[config.mk]
export PLATFORM = sky130hd
export DESIGN_NAME = tmr_chan
export DESIGN_NICKNAME = d
export VERILOG_FILES = /design/src/rtl/tmr_chan_pkg.sv /design/src/rtl/tmr_chan_sync.sv /design/src/rtl/tmr_chan_valreg.sv /design/src/rtl/tmr_chan_outctl.sv /design/src/rtl/tmr_chan.sv
export SDC_FILE = /design/constraint.sdc
export NUM_CORES = 1
export LEC_CHECK = 0
export CORE_ASPECT_RATIO = 1.2
export CORE_MARGIN = 10
export CORE_UTILIZATION = 51
export DETAILED_ROUTE_END_ITERATION = 10
export HOLD_SLACK_MARGIN = 0.15
export PLACE_DENSITY = 0.86
export SYNTH_ARGS = -nofsm -noshare
export SYNTH_HDL_FRONTEND = slang
export SYNTH_SLANG_ARGS = --single-unit
[constraint.sdc]
create_clock -name clk -period 2 [get_ports clk]
set_input_delay 0.5 -clock clk [delete_from_list [all_inputs] [get_ports clk]]
set_output_delay 0.5 -clock clk [all_outputs]
set_load 0.1 [all_outputs]
[src/rtl/tmr_chan_pkg.sv]
package tmr_chan_pkg;
  localparam logic [1:0] ADDR_CTRL = 2'd0;
  localparam logic [1:0] ADDR_VHI  = 2'd1;
  localparam logic [1:0] ADDR_VLO  = 2'd2;
  localparam logic [1:0] MODE_CAPTURE = 2'b00;

  typedef enum logic [1:0] {
    ACT_NONE   = 2'b00,
    ACT_TOGGLE = 2'b01,
    ACT_CLEAR  = 2'b10,
    ACT_SET    = 2'b11
  } cmp_act_e;
endpackage

[src/rtl/tmr_chan_sync.sv]
module tmr_chan_sync #(
  parameter int STAGES = 2
) (
  input  logic clk,
  input  logic rst,
  input  logic pin,
  output logic rise,
  output logic fall
);
  logic [STAGES-1:0] sh;
  logic              last;

  always_ff @(posedge clk) begin
    if (rst) begin
      sh   <= '0;
      last <= 1'b0;
    end else begin
      sh   <= {sh[STAGES-2:0], pin};
      last <= sh[STAGES-1];
    end
  end

  assign rise = sh[STAGES-1] & ~last;
  assign fall = ~sh[STAGES-1] & last;
endmodule

[src/rtl/tmr_chan_valreg.sv]
module tmr_chan_valreg #(
  parameter int W = 16
) (
  input  logic         clk,
  input  logic         rst,
  input  logic         cap_mode,
  input  logic         cap_evt,
  input  logic [W-1:0] cnt,
  input  logic         wr_hi,
  input  logic         wr_lo,
  input  logic         rd_hi,
  input  logic         rd_lo,
  input  logic [7:0]   wdata,
  output logic [W-1:0] val,
  output logic         cap_lock,
  output logic         cmp_lock,
  output logic         cap_done
);
  localparam int HI_W = W - 8;

  // a capture is refused while a paired read is open or starting
  assign cap_done = cap_mode && cap_evt && !cap_lock && !rd_hi;

  always_ff @(posedge clk) begin
    if (rst) begin
      val      <= '0;
      cap_lock <= 1'b0;
      cmp_lock <= 1'b0;
    end else begin
      if (cap_done) begin
        val <= cnt;
      end else begin
        if (wr_hi) val[W-1:8] <= wdata[HI_W-1:0];
        if (wr_lo) val[7:0]   <= wdata;
      end
      if (rd_lo)                 cap_lock <= 1'b0;
      else if (rd_hi && cap_mode) cap_lock <= 1'b1;
      if (wr_lo)      cmp_lock <= 1'b0;
      else if (wr_hi) cmp_lock <= 1'b1;
    end
  end
endmodule

[src/rtl/tmr_chan_outctl.sv]
module tmr_chan_outctl
  import tmr_chan_pkg::*;
(
  input  logic     clk,
  input  logic     rst,
  input  logic     cmp_mode,
  input  cmp_act_e act,
  input  logic     tov,
  input  logic     maxd_req,
  input  logic     ovf,
  input  logic     hit,
  output logic     pin,
  output logic     maxd_eff
);
  always_ff @(posedge clk) begin
    if (rst) begin
      pin      <= 1'b0;
      maxd_eff <= 1'b0;
    end else begin
      if (ovf) maxd_eff <= maxd_req;
      if (cmp_mode) begin
        if (tov && ovf) begin
          pin <= maxd_req ? 1'b1 : ~pin;
        end else if (tov && maxd_eff) begin
          pin <= 1'b1;
        end else if (hit) begin
          unique case (act)
            ACT_TOGGLE: pin <= ~pin;
            ACT_CLEAR:  pin <= 1'b0;
            ACT_SET:    pin <= 1'b1;
            default:    pin <= pin;
          endcase
        end
      end
    end
  end
endmodule

[src/rtl/tmr_chan.sv]
module tmr_chan
  import tmr_chan_pkg::*;
#(
  parameter int CNT_W       = 16,
  parameter int SYNC_STAGES = 2
) (
  input  logic             clk,
  input  logic             rst,
  input  logic [1:0]       addr_i,
  input  logic             wr_en_i,
  input  logic             rd_en_i,
  input  logic [7:0]       wdata_i,
  output logic [7:0]       rdata_o,
  input  logic [CNT_W-1:0] cnt_i,
  input  logic             ovf_i,
  input  logic             pin_i,
  output logic             pin_o,
  output logic             irq_o
);
  logic [1:0] mode_q, sel_q;
  logic tov_q, maxd_q, ie_q, flag_q, arm_q;
  logic [CNT_W-1:0] val;
  logic cap_lock, cmp_lock, cap_done, rise, fall, maxd_eff;

  logic wr_ctrl, rd_ctrl, wr_hi, wr_lo, rd_hi, rd_lo;
  assign wr_ctrl = wr_en_i && addr_i == ADDR_CTRL;
  assign rd_ctrl = rd_en_i && addr_i == ADDR_CTRL;
  assign wr_hi   = wr_en_i && addr_i == ADDR_VHI;
  assign wr_lo   = wr_en_i && addr_i == ADDR_VLO;
  assign rd_hi   = rd_en_i && addr_i == ADDR_VHI;
  assign rd_lo   = rd_en_i && addr_i == ADDR_VLO;

  logic cap_mode, cap_evt, hit;
  assign cap_mode = mode_q == MODE_CAPTURE;
  assign cap_evt  = (sel_q[0] & rise) | (sel_q[1] & fall);
  assign hit      = !cap_mode && !cmp_lock && cnt_i == val;

  tmr_chan_sync #(.STAGES(SYNC_STAGES)) u_sync (
    .clk(clk), .rst(rst), .pin(pin_i), .rise(rise), .fall(fall)
  );

  tmr_chan_valreg #(.W(CNT_W)) u_val (
    .clk(clk), .rst(rst), .cap_mode(cap_mode), .cap_evt(cap_evt),
    .cnt(cnt_i), .wr_hi(wr_hi), .wr_lo(wr_lo), .rd_hi(rd_hi), .rd_lo(rd_lo),
    .wdata(wdata_i), .val(val), .cap_lock(cap_lock), .cmp_lock(cmp_lock),
    .cap_done(cap_done)
  );

  tmr_chan_outctl u_out (
    .clk(clk), .rst(rst), .cmp_mode(!cap_mode), .act(cmp_act_e'(sel_q)),
    .tov(tov_q), .maxd_req(maxd_q), .ovf(ovf_i), .hit(hit),
    .pin(pin_o), .maxd_eff(maxd_eff)
  );

  logic flag_d, ie_d;
  always_comb begin
    flag_d = flag_q;
    if (wr_ctrl && arm_q && !wdata_i[7]) flag_d = 1'b0;
    if (cap_done || hit)                 flag_d = 1'b1;
    ie_d = wr_ctrl ? wdata_i[6] : ie_q;
  end

  always_ff @(posedge clk) begin
    if (rst) begin
      mode_q  <= MODE_CAPTURE;
      sel_q   <= 2'b00;
      tov_q   <= 1'b0;
      maxd_q  <= 1'b0;
      ie_q    <= 1'b0;
      flag_q  <= 1'b0;
      arm_q   <= 1'b0;
      irq_o   <= 1'b0;
      rdata_o <= 8'h00;
    end else begin
      if (wr_ctrl) begin
        mode_q <= wdata_i[1:0];
        sel_q  <= wdata_i[3:2];
        tov_q  <= wdata_i[4];
        maxd_q <= wdata_i[5];
        ie_q   <= wdata_i[6];
      end
      flag_q <= flag_d;
      if (wr_ctrl)               arm_q <= 1'b0;
      else if (rd_ctrl && flag_q) arm_q <= 1'b1;
      irq_o <= flag_d && ie_d;
      if (rd_en_i) begin
        unique case (addr_i)
          ADDR_CTRL: rdata_o <= {flag_q, ie_q, maxd_q, tov_q, sel_q, mode_q};
          ADDR_VHI:  rdata_o <= 8'(val >> 8);
          ADDR_VLO:  rdata_o <= val[7:0];
          default:   rdata_o <= 8'h00;
        endcase
      end
    end
  end
endmodule

Word level (Yosys, flattened, before mapping)
Index checks and enable logic that the tools add are counted.
Storage, ports and cells
  word-level logic and storage cells: 78
  flip-flop bits (word level): 41
  input bits: 32
  output and inout bits: 10
Operators by class
  equal/unequal tests: 6
  reductions and logical operators: 34
  bitwise gates (word level): 9
  multiplexer cells: 12
Operator list (count)
  $pmux 8 s3: 1
  $logic_and 1x1->1: 18
  $eq 16x16->1: 1
  $mux 16: 1
  $mux 8: 2
  $mux 1: 7
  $eq 2x2->1 const B: 3
  $reduce_or 2->1: 3
  $logic_not 1->1: 5
  $reduce_bool 5->1: 1
  $and 1x1->1: 4
  $eq 2x1->1 const B: 2
  $logic_not 2->1: 2
  $not 1->1: 4
  $reduce_bool 2->1: 2
  $pmux 1 s3: 1
  $reduce_and 3->1: 1
  $reduce_bool 3->1: 1
  $logic_or 1x1->1: 1
  $or 1x1->1: 1

Logic depth before layout (Yosys ltp)
Gate-level depths: netlist of the first run.
  word-level depth: 10
  mapped depth: 7
  depth with buffers taken out: 5

Modules after synthesis
From an unflattened synthesis of the first run, not the netlist that was laid out.
Unflattened totals
  cells, all modules: 231
  area total of the unflattened synthesis: 2218.4 um^2
By module, submodules not included
  tmr_chan: cells an instance 129, seq. area each 360.3 um^2, times used 1, area each 1106.1 um^2
  tmr_chan_valreg: cells an instance 80, seq. area each 360.3 um^2, times used 1, area each 883.3 um^2
  tmr_chan_outctl: cells an instance 14, seq. area each 40.0 um^2, times used 1, area each 137.6 um^2
  tmr_chan_sync: cells an instance 8, seq. area each 60.1 um^2, times used 1, area each 91.3 um^2

Least setup slack after synthesis of the first run
Ideal clock, no wire load.
  path kind: reg-to-reg
  start: register u_out.pin
  end: register u_out.pin
  data required time: 1.879 ns
  buffers on the path: 0
  path slack: 0.309 ns
  cell stages (with the launch flop): 4
  arrival: 1.570 ns
  library setup time: 0.121 ns
  clock period less this slack: 1.691 ns
  cells stage by stage: dfxtp_1 > a41o_1 > o31ai_1 > mux2_2
Between the ends
  cells in the longest elaborated chain, start to end: 5
  elaborated cells between the ends (all ways): 6
  classes of those cells: mux: 5; bitwise: 1
RTL lines
  from (decl): RTL line tmr_chan_outctl.sv:12  | output logic pin,
  from (signal assigned): RTL line tmr_chan_outctl.sv:23  | pin <= maxd_req ? 1'b1 : ~pin;
  from (signal assigned): RTL line tmr_chan_outctl.sv:28  | ACT_TOGGLE: pin <= ~pin;
  from (signal assigned): RTL line tmr_chan_outctl.sv:31  | default: pin <= pin;
  $not 1->1 (*): RTL line tmr_chan_outctl.sv:23, tmr_chan_outctl.sv:28
  $pmux 1 s3: RTL line tmr_chan_outctl.sv:27  | unique case (act)
  $mux 1: RTL line tmr_chan_outctl.sv:26  | end else if (hit) begin
  $mux 1: RTL line tmr_chan_outctl.sv:24  | end else if (tov && maxd_eff) begin
  $mux 1 (*): RTL line tmr_chan_outctl.sv:22  | if (tov && ovf) begin
Mark *: on every way between the ends. The rest lies on a longest branch, timed or not. The select of a mux whose other input is x is not followed.
A chain may end at the register's enable or synchronous reset.

Worst setup path in the final report of the first run
  start: input port addr_i[1]
  end: register irq_o
Between the ends
  cells in the longest elaborated chain, start to end: 7
  elaborated cells between the ends (all ways): 13
  classes of those cells: eq/ne: 1; mux: 3; reduce/logical: 9
RTL lines
  from (decl): RTL line tmr_chan.sv:9  | input logic [1:0] addr_i,
  $logic_not 2->1 or $eq 2x1->1 (tied branches): RTL line tmr_chan.sv:26, tmr_chan.sv:30
  $logic_and 1x1->1, on equally long branches: RTL line tmr_chan.sv:26, tmr_chan.sv:30
  $logic_and 1x1->1 or $logic_not 1->1 (tied branches): RTL line tmr_chan.sv:58, tmr_chan_valreg.sv:22
  $logic_and 1x1->1, on equally long branches: RTL line tmr_chan.sv:58, tmr_chan_valreg.sv:22
  $mux 1 or $logic_or 1x1->1 (tied branches): RTL line tmr_chan.sv:58, tmr_chan.sv:59
  $mux 1: RTL line tmr_chan.sv:59  | if (cap_done || hit) flag_d = 1'b1;
  $logic_and 1x1->1 (*): RTL line tmr_chan.sv:85  | irq_o <= flag_d && ie_d;
  to (signal assigned): RTL line tmr_chan.sv:85
  to (decl): RTL line tmr_chan.sv:18  | output logic irq_o
Mark *: on every way between the ends. The rest lies on a longest branch, timed or not.

==> flow_metrics.env, run 1 <==
export IMPL_status="completed"
export IMPL_slew_headroom_pct=73.2
export IMPL_core_sq_mm=0.00400
export IMPL_die_h_microns=91.2
export IMPL_synth_top_cell_area_share_pct=38.1
export IMPL_synth_edf_count=0
export IMPL_cts_sinks=41
export IMPL_critPathMaxStageDelay_ps=470
export IMPL_overflow=0
export IMPL_avgSynthCellArea_sq_um=8.58
export IMPL_finalCritPeriodShare_pct=91.6
export IMPL_tightest_slew_ps=401
export IMPL_via_per_inst=5.40
export IMPL_min_period_ps=1830
export IMPL_path_clk_slew_ps=80
export IMPL_hold_viol_final=0
export IMPL_leakagePower_nw=1.20
export IMPL_grt_use_total_pct=16.8
export IMPL_clock_fmax_ghz=0.546
export IMPL_grt_max_degree=29
export IMPL_cp_arrival_ps=2050
export IMPL_cts_hold_buf=0
export IMPL_grt_pass1_wl_mm=9.85
export IMPL_start_util_pct=53.8
export IMPL_globalplace_congestion=0.912
export IMPL_dr_first_iter_drc_count=187
export IMPL_critPathCaptureType="register"
export IMPL_worstPathMaxFanout=28
export IMPL_nNetsFinal=345
export IMPL_design_die_area_sq_mm=0.00724
export IMPL_synth_top_cell_by_area="dfxtp_1"
export IMPL_syn_nets=284
export IMPL_synth_seq_cells=41
export IMPL_cts_buffers=5
export IMPL_slew_viol_final=0
export IMPL_dpl_cell_area_sq_mm=0.00277
export IMPL_hold_worst_slack_ps=456
export IMPL_drc_errors=0
export IMPL_crit_chain="clkdlybuf4s50_1 -> and2b_4 -> a221oi_4 -> buf_12 -> a21o_2 -> a41oi_1 -> nor3_1"
export IMPL_htreeDepth=2
export IMPL_final_core_util_pct=72.3
export IMPL_setup_ws_ps=167
export IMPL_setup_viol=0
export IMPL_regToRegSetupSlack_ps=360
export IMPL_design_area_sq_mm=0.00290
export IMPL_area_delta_synth_final_pct=34.4
export IMPL_num_vias=1982
export IMPL_cts_root_buf="clkbuf_8"
export IMPL_grt_pass1_vias=2110
export IMPL_vdd_drop_max_uv=420
export IMPL_post_dp_hpwl_mm=4.58
export IMPL_crit_type="in -> reg"
export IMPL_power_mw=1.96
export IMPL_required_ps=2220
export IMPL_die_w_microns=79.3
export IMPL_pin_count=42
export IMPL_power_density_mw_per_mm2=676
export IMPL_worst_clock_skew_ps=4.47
export IMPL_cpLargestDelayFamily="buffers and inverters"
export IMPL_cts_setup_buffers=0
export IMPL_cp_slowest_cell="clkdlybuf4s50_1"
export IMPL_clk_path_buf_depth=2
export IMPL_synth_seq_area_share_pct=38.1
export IMPL_synthTopCellsByArea="dfxtp_1 38%, mux2i_1 11%, nor2_1 9.9%"
export IMPL_rsz0062_at_grt="no"
export IMPL_antenna_found_initial=0
export IMPL_placementRows=25
export IMPL_insertion_delay_ps=300
export IMPL_drive_gt1_share_pct=19.2
export IMPL_ys_warn_count=0
export IMPL_drt_pass1_iterations=4
export IMPL_postRouteAntennaNets=0
export IMPL_async_reset_ff_share_pct=0
export IMPL_yosys_cell_types_count=34
export IMPL_synth_flop_cell="dfxtp_1"
export IMPL_portBuffers=41
export IMPL_max_cap_viol_count=0
export IMPL_holdCritPathClass="reg -> reg"
export IMPL_wl_mm=5.93
export IMPL_antenna_cells=0
export IMPL_place_ws_ps=-183
export IMPL_wire_per_inst_microns=16.2
export IMPL_syn_area_sq_mm=0.00215
export IMPL_synth_cells=251
export IMPL_path_buf_inv=2
export IMPL_tritoncts="done"
export IMPL_critPathLaunchType="input port"
export IMPL_nFillCells=319
[logic make-up (layout without fill, tap and decap cells)]
family	after synthesis	in the layout	synth area share, %
AND/OR/NAND/NOR	97	97	20.5
AO/OA/AOI/OAI	53	53	16.6
flip-flops	41	41	38.1
multiplexers	24	24	11.2
buffers and inverters	19	81	6.56
XOR/XNOR	16	16	6.50
adder cells (fa/ha/maj)	1	1	0.581
[through the flow]
step                std cells  TNS (ps)
floorplan                 251         0
global placement          359      -911
detailed placement        359     -1750
CTS                       367         0
global route              367         0
finish                    367         0
[where the power goes]
group          leakage, nW  internal, mW  switching, mW  total, mW
combinational        0.806         0.178          0.209      0.386
clock               0.0585         0.407          0.288      0.695
sequential           0.334         0.848         0.0293      0.877
total                 1.20          1.43          0.526       1.96
[cell usage after synthesis, types with 2 or more instances]
master,n
a211oi_1,8
buf_2,4
inv_1,2
nand3b_1,5
a21oi_2,8
nor4_1,2
nor3b_1,2
xor2_1,8
nand3_1,8
nor2b_1,5
o21ai_0,2
xnor2_1,8
clkbuf_1,4
nor3_1,4
nor2_1,57
nand2_1,8
nand4_1,3
dfxtp_1,41
mux2i_1,23
buf_6,8
a21oi_1,28
[area by class of cell]
type | instances | area, sq um | share of cell area (%)
Multi-Input combinational cell | 191 | 1200 | 41.4
Sequential cell | 41 | 821 | 28.3
Timing Repair Buffer | 71 | 686 | 23.7
Clock buffer | 7 | 86.3 | 2.98
Tap cell | 54 | 67.6 | 2.33
Clock inverter | 1 | 30.0 | 1.04
Inverter | 2 | 7.51 | 0.259
[state kept, by name, indices dropped and copies added, names as in the netlist]
register        cells
u_val.val          16
tov_q               1
maxd_q              1
mode_q              2
u_out.maxd_eff      1
arm_q               1
u_val.cap_lock      1
flag_q              1
sel_q               2
irq_o               1
u_sync.last         1
ie_q                1
u_sync.sh           2
u_out.pin           1
u_val.cmp_lock      1
rdata_o             8
[placed cells by master, fill, tap and decap left out, types with 2 or more instances in the layout]
master | netlist | routed
nand2_1 | 8 | 8
o21ai_0 | 2 | 2
buf_12 | 0 | 6
nor2_1 | 57 | 57
nand4_1 | 3 | 3
dfxtp_1 | 41 | 41
nand3b_1 | 5 | 5
nor2b_1 | 5 | 5
nand3_1 | 8 | 8
xor2_1 | 8 | 8
nor3_1 | 4 | 4
xnor2_1 | 8 | 8
mux2i_1 | 23 | 23
clkdlybuf4s50_1 | 0 | 31
a211oi_1 | 8 | 8
clkbuf_8 | 0 | 6
inv_1 | 2 | 2
nor4_1 | 2 | 2
buf_4 | 0 | 34
a21oi_2 | 8 | 8
a21oi_1 | 28 | 28
[path summary, 6_finish.rpt]
path,cells past startpoint,end,from
worst max-delay path,7,irq_o,addr_i[1]
worst min-delay path,1,u_sync.sh[1],u_sync.sh[0]
worst max register to register,6,irq_o,u_val.cap_lock
worst min register to register,1,u_sync.sh[1],u_sync.sh[0]
[timing repair]
action | CTS | global route
setup endpoints to repair | 0 | 1
gates resized for setup | 0 | 1
endpoints found under the hold margin | 0 | 0
[per-layer routing]
| metal | GRT usage [%] | share of wire [%] | wire, microns |
|---|---|---|---|
| met1 | 17.9 | 41 | 2410 |
| met2 | 29.5 | 51 | 3020 |
| met3 | 5.03 | 5.8 | 341 |
| met4 | 7.34 | 2.7 | 158 |
| met5 | 0 | 0 | 0 |
[worst reg2reg max path: stages (launching register included)]
cell	delay, ps
dfxtp_1	330
or3_1	420
a221oi_4	240
buf_12	220
a21o_2	120
a41oi_1	50
nor3_1	180
Note: power is estimated with default switching activity, not from simulation.
==> inputs of run 2 (changes only) <==
- GPL_ROUTABILITY_DRIVEN: not set -> 0
==> results of run 2 <==
Same layout as run 1: the final DEF is identical, and so are final timing and power.
